--- config.mk ---
export PLATFORM = sky130hd
export DESIGN_NAME = capture_unit
export DESIGN_NICKNAME = d
export VERILOG_FILES = /design/src/rtl/icu_pkg.sv /design/src/rtl/icu_sync.sv /design/src/rtl/icu_filter.sv /design/src/rtl/icu_front.sv /design/src/rtl/icu_edge.sv /design/src/rtl/icu_regs.sv /design/src/rtl/capture_unit.sv
export SDC_FILE = /design/constraint.sdc
export NUM_CORES = 1
export LEC_CHECK = 0
export BUFFER_PORTS_ARGS = -buffer_cell sky130_fd_sc_hd__buf_2
export CAP_MARGIN = 10
export CELL_PAD_IN_SITES_DETAIL_PLACEMENT = 1
export CELL_PAD_IN_SITES_GLOBAL_PLACEMENT = 1
export CORE_ASPECT_RATIO = 0.8
export CORE_MARGIN = 5
export CORE_UTILIZATION = 37
export CTS_BUF_LIST = sky130_fd_sc_hd__clkbuf_8
export CTS_CLUSTER_DIAMETER = 80
export DETAILED_ROUTE_END_ITERATION = 8
export GPL_TIMING_DRIVEN = 0
export PLACE_DENSITY = 0.85
export SKIP_LAST_GASP = 1
export SLEW_MARGIN = 5
export SYNTH_ARGS = -nofsm -noshare
export SYNTH_HDL_FRONTEND = slang
export SYNTH_HIERARCHICAL = 1
export SYNTH_SLANG_ARGS = --single-unit
--- constraint.sdc ---
create_clock -name clk -period 2.2 [get_ports clk]
set_input_delay 0.22 -clock clk [delete_from_list [all_inputs] [get_ports clk]]
set_output_delay 0.22 -clock clk [all_outputs]
set_load 0.02 [all_outputs]
--- src/rtl/icu_pkg.sv ---
package icu_pkg;

    localparam int BYTE_W = 8;
    localparam int CNT_W  = 2 * BYTE_W;
    localparam int ADDR_W = 2;
    localparam int N_SRC  = 2;

    typedef logic [BYTE_W-1:0] byte_t;
    typedef logic [CNT_W-1:0]  count_t;

    typedef enum logic [ADDR_W-1:0] {
        REG_CMP_LO = 2'd0,
        REG_CMP_HI = 2'd1,
        REG_FLAG   = 2'd2,
        REG_NONE   = 2'd3
    } reg_addr_e;

    // Capture event: qualifying edge plus the count it stamps
    typedef struct packed {
        logic   hit;
        count_t stamp;
    } cap_evt_t;

    // Decoded software access
    typedef struct packed {
        logic  we_lo;
        logic  we_hi;
        logic  clr;
        byte_t data;
    } sw_wr_t;

    function automatic logic edge_match(input logic cur, input logic prev, input logic rise);
        return rise ? (cur & ~prev) : (~cur & prev);
    endfunction

    function automatic sw_wr_t decode_write(input logic en, input logic [ADDR_W-1:0] addr,
                                            input byte_t data);
        sw_wr_t w;
        w.we_lo = en && (reg_addr_e'(addr) == REG_CMP_LO);
        w.we_hi = en && (reg_addr_e'(addr) == REG_CMP_HI);
        w.clr   = en && (reg_addr_e'(addr) == REG_FLAG) && data[0];
        w.data  = data;
        return w;
    endfunction

endpackage

--- src/rtl/icu_sync.sv ---
module icu_sync #(
    parameter int STAGES = 2
) (
    input  logic clk,
    input  logic rst,
    input  logic async_i,
    output logic sync_o
);
    logic [STAGES-1:0] chain;

    always_ff @(posedge clk) begin
        if (rst) begin
            chain <= '0;
        end else begin
            chain <= {chain[STAGES-2:0], async_i};
        end
    end

    assign sync_o = chain[STAGES-1];
endmodule

--- src/rtl/icu_filter.sv ---
module icu_filter #(
    parameter int RUN_LEN = 4
) (
    input  logic clk,
    input  logic rst,
    input  logic sample_i,
    output logic level_o
);
    localparam int CW = (RUN_LEN > 2) ? $clog2(RUN_LEN) : 1;
    localparam logic [CW-1:0] LAST = CW'(RUN_LEN - 1);

    logic          level_q;
    logic [CW-1:0] run_q;

    always_ff @(posedge clk) begin
        if (rst) begin
            level_q <= 1'b0;
            run_q   <= '0;
        end else if (sample_i == level_q) begin
            run_q <= '0;
        end else if (run_q == LAST) begin
            level_q <= sample_i;
            run_q   <= '0;
        end else begin
            run_q <= run_q + 1'b1;
        end
    end

    assign level_o = level_q;
endmodule

--- src/rtl/icu_front.sv ---
module icu_front
    import icu_pkg::*;
#(
    parameter int SYNC_STAGES = 2,
    parameter int FILT_LEN    = 4
) (
    input  logic             clk,
    input  logic             rst,
    input  logic [N_SRC-1:0] trig_i,
    input  logic             src_alt_i,
    input  logic             filt_en_i,
    output logic             level_o
);
    logic [N_SRC-1:0] synced;
    logic [N_SRC-1:0] filtered;
    logic [N_SRC-1:0] chosen;

    for (genvar i = 0; i < N_SRC; i++) begin : g_src
        icu_sync #(.STAGES(SYNC_STAGES)) u_sync (
            .clk     (clk),
            .rst     (rst),
            .async_i (trig_i[i]),
            .sync_o  (synced[i])
        );
        icu_filter #(.RUN_LEN(FILT_LEN)) u_filt (
            .clk      (clk),
            .rst      (rst),
            .sample_i (synced[i]),
            .level_o  (filtered[i])
        );
        assign chosen[i] = filt_en_i ? filtered[i] : synced[i];
    end

    assign level_o = src_alt_i ? chosen[1] : chosen[0];
endmodule

--- src/rtl/icu_edge.sv ---
module icu_edge
    import icu_pkg::*;
(
    input  logic     clk,
    input  logic     rst,
    input  logic     level_i,
    input  logic     edge_rise_i,
    input  count_t   count_i,
    output cap_evt_t evt_o
);
    logic prev_q;

    always_ff @(posedge clk) begin
        if (rst) begin
            prev_q <= 1'b0;
        end else begin
            prev_q <= level_i;
        end
    end

    always_comb begin
        evt_o.hit   = edge_match(level_i, prev_q, edge_rise_i);
        evt_o.stamp = count_i;
    end
endmodule

--- src/rtl/icu_regs.sv ---
module icu_regs
    import icu_pkg::*;
(
    input  logic              clk,
    input  logic              rst,
    input  cap_evt_t          evt_i,
    input  logic              wide_i,
    input  sw_wr_t            sw_i,
    input  logic              ack_i,
    input  logic              irq_en_i,
    input  logic [ADDR_W-1:0] addr_i,
    output byte_t             lo_o,
    output byte_t             hi_o,
    output logic              flag_o,
    output logic              irq_o,
    output byte_t             rd_o
);
    byte_t lo_q, hi_q;
    logic  flag_q;

    always_ff @(posedge clk) begin
        if (rst) begin
            lo_q <= '0;
        end else if (evt_i.hit) begin
            lo_q <= evt_i.stamp[BYTE_W-1:0];
        end else if (sw_i.we_lo) begin
            lo_q <= sw_i.data;
        end
    end

    always_ff @(posedge clk) begin
        if (rst) begin
            hi_q <= '0;
        end else if (evt_i.hit && wide_i) begin
            hi_q <= evt_i.stamp[CNT_W-1:BYTE_W];
        end else if (sw_i.we_hi) begin
            hi_q <= sw_i.data;
        end
    end

    always_ff @(posedge clk) begin
        if (rst) begin
            flag_q <= 1'b0;
        end else if (evt_i.hit) begin
            flag_q <= 1'b1;
        end else if (sw_i.clr || ack_i) begin
            flag_q <= 1'b0;
        end
    end

    always_comb begin
        case (reg_addr_e'(addr_i))
            REG_CMP_LO: rd_o = lo_q;
            REG_CMP_HI: rd_o = hi_q;
            REG_FLAG:   rd_o = {{(BYTE_W-1){1'b0}}, flag_q};
            default:    rd_o = '0;
        endcase
    end

    assign lo_o   = lo_q;
    assign hi_o   = hi_q;
    assign flag_o = flag_q;
    assign irq_o  = flag_q & irq_en_i;
endmodule

--- src/rtl/capture_unit.sv ---
module capture_unit
    import icu_pkg::*;
#(
    parameter int SYNC_STAGES = 2,
    parameter int FILT_LEN    = 4
) (
    input  logic              clk,
    input  logic              rst,
    input  logic [CNT_W-1:0]  count_i,
    input  logic              trig_main_i,
    input  logic              trig_alt_i,
    input  logic              src_alt_i,
    input  logic              edge_rise_i,
    input  logic              filt_en_i,
    input  logic              wide_mode_i,
    input  logic              irq_en_i,
    input  logic              wr_en_i,
    input  logic [ADDR_W-1:0] addr_i,
    input  logic [BYTE_W-1:0] wr_data_i,
    output logic [BYTE_W-1:0] rd_data_o,
    input  logic              irq_ack_i,
    output logic [BYTE_W-1:0] cmp_lo_o,
    output logic [BYTE_W-1:0] cmp_hi_o,
    output logic              cmp_en_o,
    output logic              flag_o,
    output logic              irq_o
);
    logic     sel_level;
    cap_evt_t evt;
    sw_wr_t   sw;
    logic     cap_hit;

    icu_front #(.SYNC_STAGES(SYNC_STAGES), .FILT_LEN(FILT_LEN)) u_front (
        .clk       (clk),
        .rst       (rst),
        .trig_i    ({trig_alt_i, trig_main_i}),
        .src_alt_i (src_alt_i),
        .filt_en_i (filt_en_i),
        .level_o   (sel_level)
    );

    icu_edge u_edge (
        .clk         (clk),
        .rst         (rst),
        .level_i     (sel_level),
        .edge_rise_i (edge_rise_i),
        .count_i     (count_i),
        .evt_o       (evt)
    );

    assign cap_hit = evt.hit;
    assign sw      = decode_write(wr_en_i, addr_i, wr_data_i);

    icu_regs u_regs (
        .clk      (clk),
        .rst      (rst),
        .evt_i    (evt),
        .wide_i   (wide_mode_i),
        .sw_i     (sw),
        .ack_i    (irq_ack_i),
        .irq_en_i (irq_en_i),
        .addr_i   (addr_i),
        .lo_o     (cmp_lo_o),
        .hi_o     (cmp_hi_o),
        .flag_o   (flag_o),
        .irq_o    (irq_o),
        .rd_o     (rd_data_o)
    );

    assign cmp_en_o = ~wide_mode_i;
endmodule

; ---- After elaboration in Yosys (flattened, before gate mapping)
; Index checks and enable logic that the tools add are counted.
[classes]
n_addsub = 2
eq_ne = 6
n_mux = 11
n_bitwise = 8
n_reduce_logical = 14
[ops]
columns = cell, n
row1 = 2-to-1 mux 8 bit, 4
row2 = case mux 8 bit (3 select lines), 1
row3 = equality test 2 bit (second input constant), 3
row4 = 2-to-1 mux 1 bit, 6
row5 = nonzero test 2 bit, 3
row6 = OR reduction 3 bit, 2
row7 = logical AND 1 bit, 5
row8 = NOT 1 bit, 5
row9 = adder 2 x 1 -> 2 bit (second input constant), 2
row10 = AND reduction 2 bit, 2
row11 = bitwise AND 1 bit, 3
row12 = equality test 1 bit, 2
row13 = equality test 2 x 1 -> 1 bit (second input constant), 1
row14 = logical NOT 2 bit, 1
row15 = logical OR 1 bit, 1
[totals]
register_bits = 28
output_inout_bits = 27

; ---- Longest topological paths before layout
[logic_depth]
ltp_word = 7
mapped_depth = 6

; ---- Cells and area by module
; Netlist, hierarchy kept.
[by_module_without_submodules]
columns = module, n_inst, cells_per_inst, area_each_um2, seq_area_each_um2
row1 = icu_regs, 1, 94, 1036.0, 340.3
row2 = icu_filter, 2, 9, 116.4, 60.1
row3 = icu_edge, 1, 21, 168.9, 20.0
row4 = icu_sync, 2, 4, 52.6, 40.0
row5 = capture_unit, 1, 4, 31.3, 0.0
row6 = icu_front, 1, 1, 22.5, 0.0

; ---- Worst setup path before layout
; Ideal clock, no wire load.
[synth_path]
path_kind = register -> register
from = register u_front.g_src[1].u_filt.level_q
to = register u_regs.lo_q[0], in the netlist u_regs/lo_o[0]
setup_ns = 0.123
arrival_time_ns = 1.573
t_required_ns = 2.077
path_slack_ns = 0.504
stages_incl_launch_ff = 7
path_buffers = 1
cell_sequence = dfxtp_1 -> mux4_2 -> nand2b_1 -> o22ai_2 -> buf_6 -> nor2b_1 -> a211oi_2
[synth_lines]
columns = element, line_no
row1 = "start, declared", icu_filter.sv:12  ; logic level_q;
row2 = "start signal, assigned", icu_filter.sv:22  ; level_q <= sample_i;
row3 = "end signal, assigned", icu_regs.sv:25  ; lo_q <= evt_i.stamp[BYTE_W-1:0];
row4 = "end signal, assigned", icu_regs.sv:27  ; lo_q <= sw_i.data;
row5 = "end, declared", icu_regs.sv:18  ; byte_t lo_q, hi_q;

==> results.py <==
metrics = {
    "synthesis": {
        "postSynthAreaPerCell_sq_um": 10.9,
        "dominantRegCellSynth": "dfxtp_1",
        "synth_top_family_by_area": "simple AND/OR/NAND/NOR gates",
        "synthesis.yosys.warnings": 6,
        "synthArstFlopShare_pct": 0,
        "synth-compound-area-share_pct": 14.0,
        "postSynthRegisterBits": 28,
        "synth_area_leader_cell": "dfxtp_1",
        "post_synth_fa_ha_maj_area_fraction_pct": 1.57,
        "post-synth-top-count-cell": "dfxtp_1",
        "synth_xor_xnor_area_share_pct": 1.10,
        "synthTopCellsByArea": "dfxtp_1, mux2i_1, a211oi_2",
        "syn_inst": 146,
        "synth_enable_flop_cells": 0,
        "simple_gate_share_of_the_synthesized_area_pct": 19.2,
        "mappedNetlistArea_sq_um": 1600,
        "syn_nets": 185,
        "synth_top_area_share_pct": 35.1,
        "synth_sequential_area_ratio_pct": 35.1,
        "commonest_cells_in_the_netlist": "dfxtp_1, mux2i_1, buf_4",
        "yosysUniqueCellTypes": 28,
        "synth.area.mux_share_pct": 17.7,
    },
    "pwr": {
        "total_leakage_power_nw": 0.886,
        "powerDensity_nw_per_um2": 587,
        "vdd_drop_max_uv": 300,
    },
    "floorplan": {
        "start_util_pct": 38.2,
        "floorplan.die_area_sq_um": 5740,
        "total_number_of_placement_rows": 21,
        "ios": 64,
        "core_area_sq_um": 4180,
        "dieHeight_um": 68.8,
        "dieWidth_um": 83.4,
    },
    "cts": {
        "insertion_delay_ns": 0.28,
        "cts_tree": "yes",
        "postCtsSetupRepairBufs": 0,
        "clockRootBuffer": "clkbuf_8",
        "cts_max_level": 1,
        "ctsHoldBuffers": 0,
        "clock_tree.buffer_depth": 2,
        "clock_tree_sinks": 28,
        "post_cts_resize_count": 0,
        "clkSlewWorstSetupHoldPaths_ns": 0.10,
        "cts_buffers": 3,
    },
    "routing": {
        "drtAntennaViolNets": 0,
        "post-route-drc-count": 0,
        "initialDrtViolationCount": 26,
        "vias": 1223,
        "detail_route.wirelength_um": 3950,
        "route.detailed.wl_per_inst_um": 15.6,
        "via_density_per_instance": 4.81,
        "drt_pre_antenna_iters": 4,
    },
    "final_layout": {
        "diodes_inserted": 0,
        "finalNetCount": 237,
        "synthToLayoutAreaGrowth_pct": 23.7,
        "final_cell_count_without_fillers": 254,
        "layout-drive-gt1-share_pct": 49.7,
    },
    "setup_path": {
        "reg2reg_setup_slack_ns": 0.22,
        "criticalPathCategory": "reg -> reg",
        "worstPathRequired_ns": 2.37,
        "critPathCaptureType": "register",
        "reg2reg_from": "u_front/g_src[1].u_filt/level_o$_SDFFE_PP0P_",
        "rr_worst_depth": 6,
        "crit-reg2reg-capture": "u_regs/lo_o[1]$_SDFFE_PP0P_",
        "critPathLaunchType": "register",
        "critical_path_peak_fanout": 10,
        "cp.arrival_ns": 2.15,
    },
    "run": {
        "count_of_maximum_capacitance_violations": 0,
    },
    "timing": {
        "worstMarginPinSlew_ns": 0.483,
        "max-slew-margin-rel_pct": 67.8,
        "setup_failing_eps_final": 0,
        "finalWorstPathRequiredPeriod_ns": 1.98,
        "rsz0062_at_grt": "false",
        "worst_clock_skew_ns": 0.00506,
        "finalSetupTns_ns": 0,
        "final-max-slew-violation-count": 0,
        "holdWs_ns": 0.149,
        "final-hold-violation-count": 0,
        "final.period_utilization_pct": 90.1,
        "max_clock_freq_mhz": 504,
    },
    "placement": {
        "post-place-cells": 250,
        "globalplace.congestion": 0.693,
        "port_buffers": 47,
        "detailed_place_hpwl_um": 3110,
    },
    "grt": {
        "gr-usage-all-layers_pct": 14.2,
        "number_of_antenna_violations_at_the_first_check_in_global_routing": 0,
        "largest_net_degree_at_the_start_of_global_routing": 17,
        "grt-ovfl-total": 0,
        "grt_pass1_vias": 1311,
        "grt_pass1_wl_um": 6400,
    },
    "min_path": {
        "holdPathEnd": "u_front/g_src[0].u_sync/chain[0]$_SDFF_PP0_",
        "hold_path.startpoint": "trig_main_i",
        "worstHoldPathCells": 2,
        "path_category_of_the_worst_min_delay_check": "in -> reg",
    },
    "outcome": {
        "status": "complete, no violations",
    },
}
-- layer usage --
layer,global-route usage [%],share of wire (%),up-vias
li1,-,-,607
met1,17.2,44,570
met2,25.7,49,42
met3,3.21,6.6,4
met4,4.22,1.1,0
met5,0,0,-
-- cell usage in the layout (no fill, tap or decap) --
master / count
buf_4: 20
and4b_1: 1
a21oi_1: 1
o22ai_2: 1
nand2_1: 2
and3b_1: 6
nor2b_1: 13
and3b_2: 3
inv_1: 1
or3b_1: 1
dfxtp_1: 28
nor4b_2: 2
a211oi_2: 16
mux4_2: 1
buf_2: 48
nor3b_1: 1
mux2i_1: 26
nand2b_1: 1
clkbuf_8: 3
inv_4: 1
nor2_1: 9
o22ai_1: 1
clkbuf_1: 1
bufinv_16: 1
nand2_8: 1
nor4_1: 2
xnor2_1: 2
ha_1: 2
and2_1: 1
buf_6: 1
-- worst max-delay path by stage --
stage	from	to	slack, ns	depth (start not counted)
after floorplan	u_front/g_src[1].u_filt/level_o$_SDFFE_PP0P_	u_regs/lo_o[0]$_SDFFE_PP0P_	0.50	6
after global placement	filt_en_i	u_regs/lo_o[2]$_SDFFE_PP0P_	0.27	7
after detailed placement	filt_en_i	u_regs/lo_o[1]$_SDFFE_PP0P_	0.19	7
after CTS	u_front/g_src[0].u_sync/chain[1]$_SDFF_PP0_	u_regs/lo_o[1]$_SDFFE_PP0P_	0.20	6
after global routing	u_front/g_src[1].u_filt/level_o$_SDFFE_PP0P_	u_regs/lo_o[1]$_SDFFE_PP0P_	0.11	6
final	u_front/g_src[1].u_filt/level_o$_SDFFE_PP0P_	u_regs/lo_o[1]$_SDFFE_PP0P_	0.22	6
-- critical path, cell delays in order, from the launching register on --
cell      delay (ns)
dfxtp_1         0.34
mux4_2          0.50
nand2b_1        0.17
o22ai_2         0.36
buf_6           0.24
nor2b_1         0.20
a211oi_2        0.06
-- where the power goes --
group | total [mW] | switching, mW | internal [mW] | leakage [nW]
registers | 0.544 | 0.0150 | 0.529 | 0.228
logic | 0.206 | 0.110 | 0.0970 | 0.622
clock network | 0.410 | 0.166 | 0.244 | 0.0357
total | 1.16 | 0.290 | 0.869 | 0.886
-- through the flow --
stage          instance area [sq um]  power (mW)  worst slack [ns]  utilization (%)
2_1_floorplan                   1600       0.691             0.504                -
5_1_grt                         1970        1.21             0.106             47.3
6_report                        1970        1.16             0.217             47.3
3_5_place_dp                    1900       0.765             0.190             45.6
3_3_place_gp                    1900       0.760             0.270             45.6
4_1_cts                         1970        1.17             0.205             47.3
-- state kept, by name, indices dropped and copies added, names as in the netlist --
name                          count
u_edge/prev_q                     1
u_front/g_src.u_filt/level_o      2
u_front/g_src.u_filt/run_q        4
u_front/g_src.u_sync/chain        4
u_regs/flag_o                     1
u_regs/hi_o                       8
u_regs/lo_o                       8
-- logic make-up after synthesis --
group / Yosys count
AOI/OAI and AO/OA: 19
xor gates and xnor gates: 2
adders and majority gates: 2
buffers and inverters: 25
DFF: 28
muxes: 27
and+or+nand+nor: 43
-- area by class of cell --
class	count	area [sq um]
Tap cell	57	71.3
Timing Repair Buffer	47	235
Multi-Input combinational cell	93	856
Sequential cell	28	561
Inverter	2	10.0
Clock inverter	1	30.0
Fill cell	484	2200
Clock buffer	3	41.3
Buffer	23	170
Note: power is estimated with default switching activity, not from simulation.
